`src/rtl/irq_grp_pkg.sv`:
```
package irq_grp_pkg;

    localparam int unsigned OFS_CTRL      = 0;
    localparam int unsigned OFS_CAUSE     = 1;
    localparam int unsigned OFS_CAUSE_SET = 2;
    localparam int unsigned OFS_MASK      = 3;
    localparam int unsigned OFS_MASK_CLR  = 4;
    localparam int unsigned OFS_ABORT     = 5;
    localparam int unsigned NUM_OFS       = 6;

    typedef struct packed {
        logic ctrl;
        logic cause;
        logic cause_set;
        logic mask;
        logic mask_clr;
        logic abort;
    } wr_strobe_t;

endpackage

```
`src/rtl/irq_grp_decode.sv`:
```
module irq_grp_decode
    import irq_grp_pkg::*;
#(
    parameter int unsigned ADDR_W = 3
) (
    input  logic              req_valid,
    input  logic              req_write,
    input  logic [ADDR_W-1:0] req_addr,
    output wr_strobe_t        wr_stb,
    output logic              rd_stb
);

    logic wr_any;

    always_comb begin
        wr_any           = req_valid && req_write;
        rd_stb           = req_valid && !req_write;
        wr_stb           = '0;
        wr_stb.ctrl      = wr_any && (req_addr == ADDR_W'(OFS_CTRL));
        wr_stb.cause     = wr_any && (req_addr == ADDR_W'(OFS_CAUSE));
        wr_stb.cause_set = wr_any && (req_addr == ADDR_W'(OFS_CAUSE_SET));
        wr_stb.mask      = wr_any && (req_addr == ADDR_W'(OFS_MASK));
        wr_stb.mask_clr  = wr_any && (req_addr == ADDR_W'(OFS_MASK_CLR));
        wr_stb.abort     = wr_any && (req_addr == ADDR_W'(OFS_ABORT));
    end

endmodule

```
`src/rtl/irq_grp_state.sv`:
```
module irq_grp_state
    import irq_grp_pkg::*;
#(
    parameter int unsigned NUM_SRC = 32
) (
    input  logic               clk,
    input  logic               rst_n,
    input  logic [NUM_SRC-1:0] src_i,
    input  wr_strobe_t         wr_stb,
    input  logic [NUM_SRC-1:0] wdata,
    output logic [NUM_SRC-1:0] cause_q,
    output logic [NUM_SRC-1:0] mask_q,
    output logic [NUM_SRC-1:0] abort_q,
    output logic [NUM_SRC-1:0] ctrl_q
);

    typedef struct packed {
        logic [NUM_SRC-1:0] cause;
        logic [NUM_SRC-1:0] mask;
        logic [NUM_SRC-1:0] abort;
        logic [NUM_SRC-1:0] ctrl;
    } state_t;

    state_t st_d, st_q;

    always_comb begin
        st_d = st_q;
        // software clear first, then software set, then hardware sources win
        if (wr_stb.cause)     st_d.cause = st_d.cause & wdata;
        if (wr_stb.cause_set) st_d.cause = st_d.cause | wdata;
        st_d.cause = st_d.cause | src_i;

        if (wr_stb.mask)      st_d.mask = wdata;
        if (wr_stb.mask_clr)  st_d.mask = st_q.mask & wdata;
        if (wr_stb.ctrl) begin
            st_d.ctrl = wdata;
            st_d.mask = '1;
        end
        if (wr_stb.abort)     st_d.abort = wdata;
    end

    always_ff @(posedge clk or negedge rst_n) begin
        if (!rst_n) begin
            st_q.cause <= '0;
            st_q.mask  <= '1;
            st_q.abort <= '0;
            st_q.ctrl  <= '0;
        end else begin
            st_q <= st_d;
        end
    end

    assign cause_q = st_q.cause;
    assign mask_q  = st_q.mask;
    assign abort_q = st_q.abort;
    assign ctrl_q  = st_q.ctrl;

endmodule

```
`src/rtl/irq_grp_readmux.sv`:
```
module irq_grp_readmux
    import irq_grp_pkg::*;
#(
    parameter int unsigned NUM_SRC = 32,
    parameter int unsigned ADDR_W  = 3
) (
    input  logic               clk,
    input  logic               rst_n,
    input  logic               rd_stb,
    input  logic [ADDR_W-1:0]  rd_addr,
    input  logic [NUM_SRC-1:0] cause_q,
    input  logic [NUM_SRC-1:0] mask_q,
    input  logic [NUM_SRC-1:0] abort_q,
    input  logic [NUM_SRC-1:0] ctrl_q,
    output logic [NUM_SRC-1:0] rdata_o
);

    localparam int unsigned SEL_W = $clog2(NUM_OFS);

    logic [NUM_OFS-1:0][NUM_SRC-1:0] view;
    logic [NUM_SRC-1:0]              rdata_d, rdata_q;

    always_comb begin
        view                = '0;
        view[OFS_CTRL]      = ctrl_q;
        view[OFS_CAUSE]     = cause_q;
        view[OFS_CAUSE_SET] = '0;
        view[OFS_MASK]      = mask_q;
        view[OFS_MASK_CLR]  = mask_q;
        view[OFS_ABORT]     = abort_q;
    end

    always_comb begin
        rdata_d = rdata_q;
        if (rd_stb) begin
            if (int'(rd_addr) < NUM_OFS)
                rdata_d = view[rd_addr[SEL_W-1:0]];
            else
                rdata_d = '0;
        end
    end

    always_ff @(posedge clk or negedge rst_n) begin
        if (!rst_n) rdata_q <= '0;
        else        rdata_q <= rdata_d;
    end

    assign rdata_o = rdata_q;

endmodule

```
`src/rtl/irq_grp_outputs.sv`:
```
module irq_grp_outputs #(
    parameter int unsigned NUM_SRC = 32
) (
    input  logic               clk,
    input  logic               rst_n,
    input  logic [NUM_SRC-1:0] cause_q,
    input  logic [NUM_SRC-1:0] mask_q,
    input  logic [NUM_SRC-1:0] abort_q,
    output logic               irq_o,
    output logic               abort_o
);

    logic irq_d, irq_q;

    always_comb begin
        irq_d   = |(cause_q & ~mask_q);
        abort_o = |(cause_q & abort_q);
    end

    always_ff @(posedge clk or negedge rst_n) begin
        if (!rst_n) irq_q <= 1'b0;
        else        irq_q <= irq_d;
    end

    assign irq_o = irq_q;

endmodule

```
`src/rtl/irq_cause_group.sv`:
```
module irq_cause_group
    import irq_grp_pkg::*;
#(
    parameter int unsigned NUM_SRC = 32,
    parameter int unsigned ADDR_W  = 3
) (
    input  logic               clk,
    input  logic               rst_n,
    input  logic [NUM_SRC-1:0] src_i,
    input  logic               req_valid,
    input  logic               req_write,
    input  logic [ADDR_W-1:0]  req_addr,
    input  logic [NUM_SRC-1:0] req_wdata,
    output logic [NUM_SRC-1:0] rdata_o,
    output logic               irq_o,
    output logic               abort_o
);

    wr_strobe_t         wr_stb;
    logic               rd_stb;
    logic [NUM_SRC-1:0] cause_q, mask_q, abort_q, ctrl_q;

    irq_grp_decode #(.ADDR_W(ADDR_W)) u_decode (
        .req_valid (req_valid),
        .req_write (req_write),
        .req_addr  (req_addr),
        .wr_stb    (wr_stb),
        .rd_stb    (rd_stb)
    );

    irq_grp_state #(.NUM_SRC(NUM_SRC)) u_state (
        .clk     (clk),
        .rst_n   (rst_n),
        .src_i   (src_i),
        .wr_stb  (wr_stb),
        .wdata   (req_wdata),
        .cause_q (cause_q),
        .mask_q  (mask_q),
        .abort_q (abort_q),
        .ctrl_q  (ctrl_q)
    );

    irq_grp_readmux #(.NUM_SRC(NUM_SRC), .ADDR_W(ADDR_W)) u_read (
        .clk     (clk),
        .rst_n   (rst_n),
        .rd_stb  (rd_stb),
        .rd_addr (req_addr),
        .cause_q (cause_q),
        .mask_q  (mask_q),
        .abort_q (abort_q),
        .ctrl_q  (ctrl_q),
        .rdata_o (rdata_o)
    );

    irq_grp_outputs #(.NUM_SRC(NUM_SRC)) u_out (
        .clk     (clk),
        .rst_n   (rst_n),
        .cause_q (cause_q),
        .mask_q  (mask_q),
        .abort_q (abort_q),
        .irq_o   (irq_o),
        .abort_o (abort_o)
    );

endmodule

```
`config.mk`:
```
export PLATFORM = sky130hd
export DESIGN_NAME = irq_cause_group
export DESIGN_NICKNAME = d
export VERILOG_FILES = /design/src/rtl/irq_grp_pkg.sv /design/src/rtl/irq_grp_decode.sv /design/src/rtl/irq_grp_state.sv /design/src/rtl/irq_grp_readmux.sv /design/src/rtl/irq_grp_outputs.sv /design/src/rtl/irq_cause_group.sv
export SDC_FILE = /design/constraint.sdc
export NUM_CORES = 1
export LEC_CHECK = 0
export ABC_AREA = 0
export ABC_CLOCK_PERIOD_IN_PS = 3930
export BUFFER_PORTS_ARGS = -buffer_cell sky130_fd_sc_hd__buf_4
export CORE_ASPECT_RATIO = 1.2
export CORE_MARGIN = 5
export CORE_UTILIZATION = 55
export CTS_BUF_LIST = sky130_fd_sc_hd__clkbuf_2 sky130_fd_sc_hd__clkbuf_4 sky130_fd_sc_hd__clkbuf_8
export DETAILED_ROUTE_END_ITERATION = 7
export GPL_TIMING_DRIVEN = 1
export PLACE_DENSITY_LB_ADDON = 0.25
export SYNTH_ARGS = -nofsm -noshare
export SYNTH_HDL_FRONTEND = slang
export SYNTH_SLANG_ARGS = --single-unit
export TNS_END_PERCENT = 30
```
`constraint.sdc`:
```
create_clock -name clk -period 3.93 [get_ports clk]
set_input_delay 0.393 -clock clk [delete_from_list [all_inputs] [get_ports clk]]
set_output_delay 0.393 -clock clk [all_outputs]
set_load 0.02 [all_outputs]
```
==> qor.txt <==
Status - finished, final reports clean
R2R Setup Slk - 2.49 ns
Endpoint class of the critical path - output port
Setup violations, final - 0
Final hold violations - 0
Final Net Count - 751
Total track usage - 25.4%
Crit path buf inv count - 1
Dpl cell area - 8480 um^2
PwrDens - 507 nW/um^2
Vias - 5626
Crit Path Class - reg2out
Min Hold Slack - 0.0125 ns
HP Class - in2async
Distinct cells, synth - 34
Max Buffers Root-to-Sink - 2
Worst path top cell family by delay - simple AND/OR/NAND/NOR gates
Crit path time final - 2.52 ns
Leak Pwr - 0.00406 uW
Internal power - 3280 uW
Post-synthesis average cell area - 13.0 um^2
Slowest cell on crit path - or4_1
DR DRC count - 0
Critical path arrival - 2.12 ns
Post-Syn Area - 7630 um^2
DRT Pass-1 Iters - 5
RR Startpoint - u_state.mask_q[21]$_DFFE_PN1P_
RSZ-0062 raised after global routing - no
Peak VDD IR - 0.000348 V
Area delta synth->final - 16.9%
Total CTS buffers - 17
Routability Congestion - 0.850
Die outline area - 16300 um^2
Initial Util - 55.7%
Die X - 118 um
Fin Clk Skew - 0.0126 ns
Largest net degree at the start of global routing - 100
Wire length per cell - 23.4 um
Maximum Capacitance Violations - 0
Vias in the first global route - 5944
DRT iter0 DRCs - 438
Post-cts resize count - 0
Largest stage delay, worst path - 0.59 ns
Startpoint Class - register
Dpl hpwl - 13.5 mm
PortBufs - 104
Gate power share - 20.5%
Peak Freq - 397 MHz
Commonest non-fill, non-tap cell in the layout - dfrtp_1
CTS tree - yes
WL final - 20.2 mm
First-pass GRT wire length - 32.8 mm
Core Rows - 47
Num Clock Sinks - 161
Initial antenna violation count - 0
Setup_tns - 0 ns
Slew HR - 39.1%
Final instance area - 8920 um^2
Seq/Total Area, Yosys - 53.3%
Most frequent cells in the layout - dfrtp_1 (129), buf_4 (112), nand2_1 (64)
Final worst path period share - 64.0%
Max-slew violation count - 0
Post-CTS Hold Buffers - 0
# IOs - 105
Flop pwr share - 50.5%
Syn nets - 657
Tot Pwr - 4520 uW
R2R depth - 3
Die Y - 139 um
Clk pwr share - 29.0%
CTS H-tree depth - 4
Diodes inserted - 0
Cells after Synth - 586
CP required - 3.54 ns
Critical R2R Capture - u_out.irq_o$_DFF_PN0_
Setup ws final - 1.41 ns
GRT overflow - 0
Layout cells sized above 1 - 38.1%
Slew @ Worst Pin - 0.913 ns
Core ar. - 13700 um^2
Setup WS pre-CTS - 1.35 ns
Switching Fraction - 27.4%
CP cell instances - a22oi_1, nand4_1, or4_1, buf_4
Net Sw Power - 1240 uW
Vias per cell - 6.51
Skew-Pair Late Insertion Delay - 0.46 ns
Syn. warnings - 0
Routed Antenna Nets - 0
Worst setup path start - u_state.cause_q[27]$_DFF_PN0_
CP max FO - 5
Worst-path clk slew - 0.09 ns
Setup Buffers After CTS - 0
Root buffer cell - clkbuf_8
Synthesized flop and latch total - 161
[state kept, by name (all words and copies together) (netlist names)]
name / flops
u_state.ctrl_q: 32
u_read.rdata_o: 32
u_out.irq_o: 1
u_state.cause_q: 32
u_state.mask_q: 32
u_state.abort_q: 32
[worst register-to-register path, cell delays in order (launching register included)]
cell and delay [ns]:
dfstp_2 0.56, o22ai_1 0.13, nor4_1 0.37, nand4_1 0.20
[layout make-up]
type | count | area [um^2]
Timing Repair Buffer | 114 | 872
Clock buffer | 27 | 334
Clock inverter | 5 | 103
Tap cell | 171 | 214
Multi-Input combinational cell | 354 | 3210
Fill cell | 1047 | 4780
Sequential cell | 161 | 4070
Inverter | 32 | 120
[per-layer routing]
metal | part of all wire (%) | routed length (um) | track usage (%) | vias to the layer above
li1 | - | - | - | 2420
met1 | 38 | 7720 | 31.5 | 2900
met2 | 52 | 10400 | 42.8 | 247
met3 | 6.6 | 1340 | 5.26 | 59
met4 | 3.6 | 738 | 11.8 | 0
met5 | 0 | 0 | 0 | -
[stage by stage]
| step | utilization, % | std cells |
|---|---|---|
| 2_1_floorplan | - | 586 |
| 3_3_place_gp | 61.9 | 832 |
| 5_1_grt | 65.1 | 864 |
| 3_5_place_dp | 61.9 | 832 |
| 4_1_cts | 65.1 | 864 |
| 6_report | 65.1 | 864 |
[power groups by stage]
| stage | Clock, uW | Combinational [uW] | Sequential, uW |
|---|---|---|---|
| detailed placement | 0 | 928 | 2310 |
| global placement | 0 | 896 | 2290 |
| CTS | 1330 | 931 | 2280 |
| floorplan | 0 | 542 | 2280 |
| finish | 1310 | 924 | 2280 |
| global route | 1390 | 999 | 2320 |
[cell families after synthesis]
family	Yosys count	share of synthesized area, %
xor+xnor	1	0.115
simple gates	93	5.61
flops	161	53.3
buf+inv	71	4.84
mux	96	18.9
compound gates	164	17.2
[worst max-delay path by stage]
stage / end / slack, ns / cells after the start
floorplan: abort_o / 2.25 / 3
global placement: u_state.mask_q[3]$_DFFE_PN1P_ / 1.44 / 5
detailed placement: u_state.mask_q[27]$_DFFE_PN1P_ / 1.35 / 5
CTS: abort_o / 1.42 / 4
global route: abort_o / 1.37 / 4
finish: abort_o / 1.41 / 4
[synthesized netlist by cell type (all sizes together)]
master	count	area, um^2
a21boi	1	7.51
a21o	31	233
a21oi	3	15.0
a221o	31	310
a22oi	48	360
and2	1	6.26
and3b	1	8.76
buf	23	189
clkbuf	16	60.1
dfrtp	129	3230
dfstp	32	841
inv	32	120
mux2	64	721
mux4	32	721
nand2	64	240
nand2b	3	18.8
nand3	2	10.0
nand3b	3	35.0
nand4	5	31.3
nor2	6	22.5
nor3	1	10.0
nor4	5	31.3
o21ai	2	10.0
o21bai	1	7.51
o22a	31	272
o22ai	16	100
or2	1	6.26
or4	1	7.51
xor2	1	8.76
Note: power is estimated with default switching activity, not from simulation.
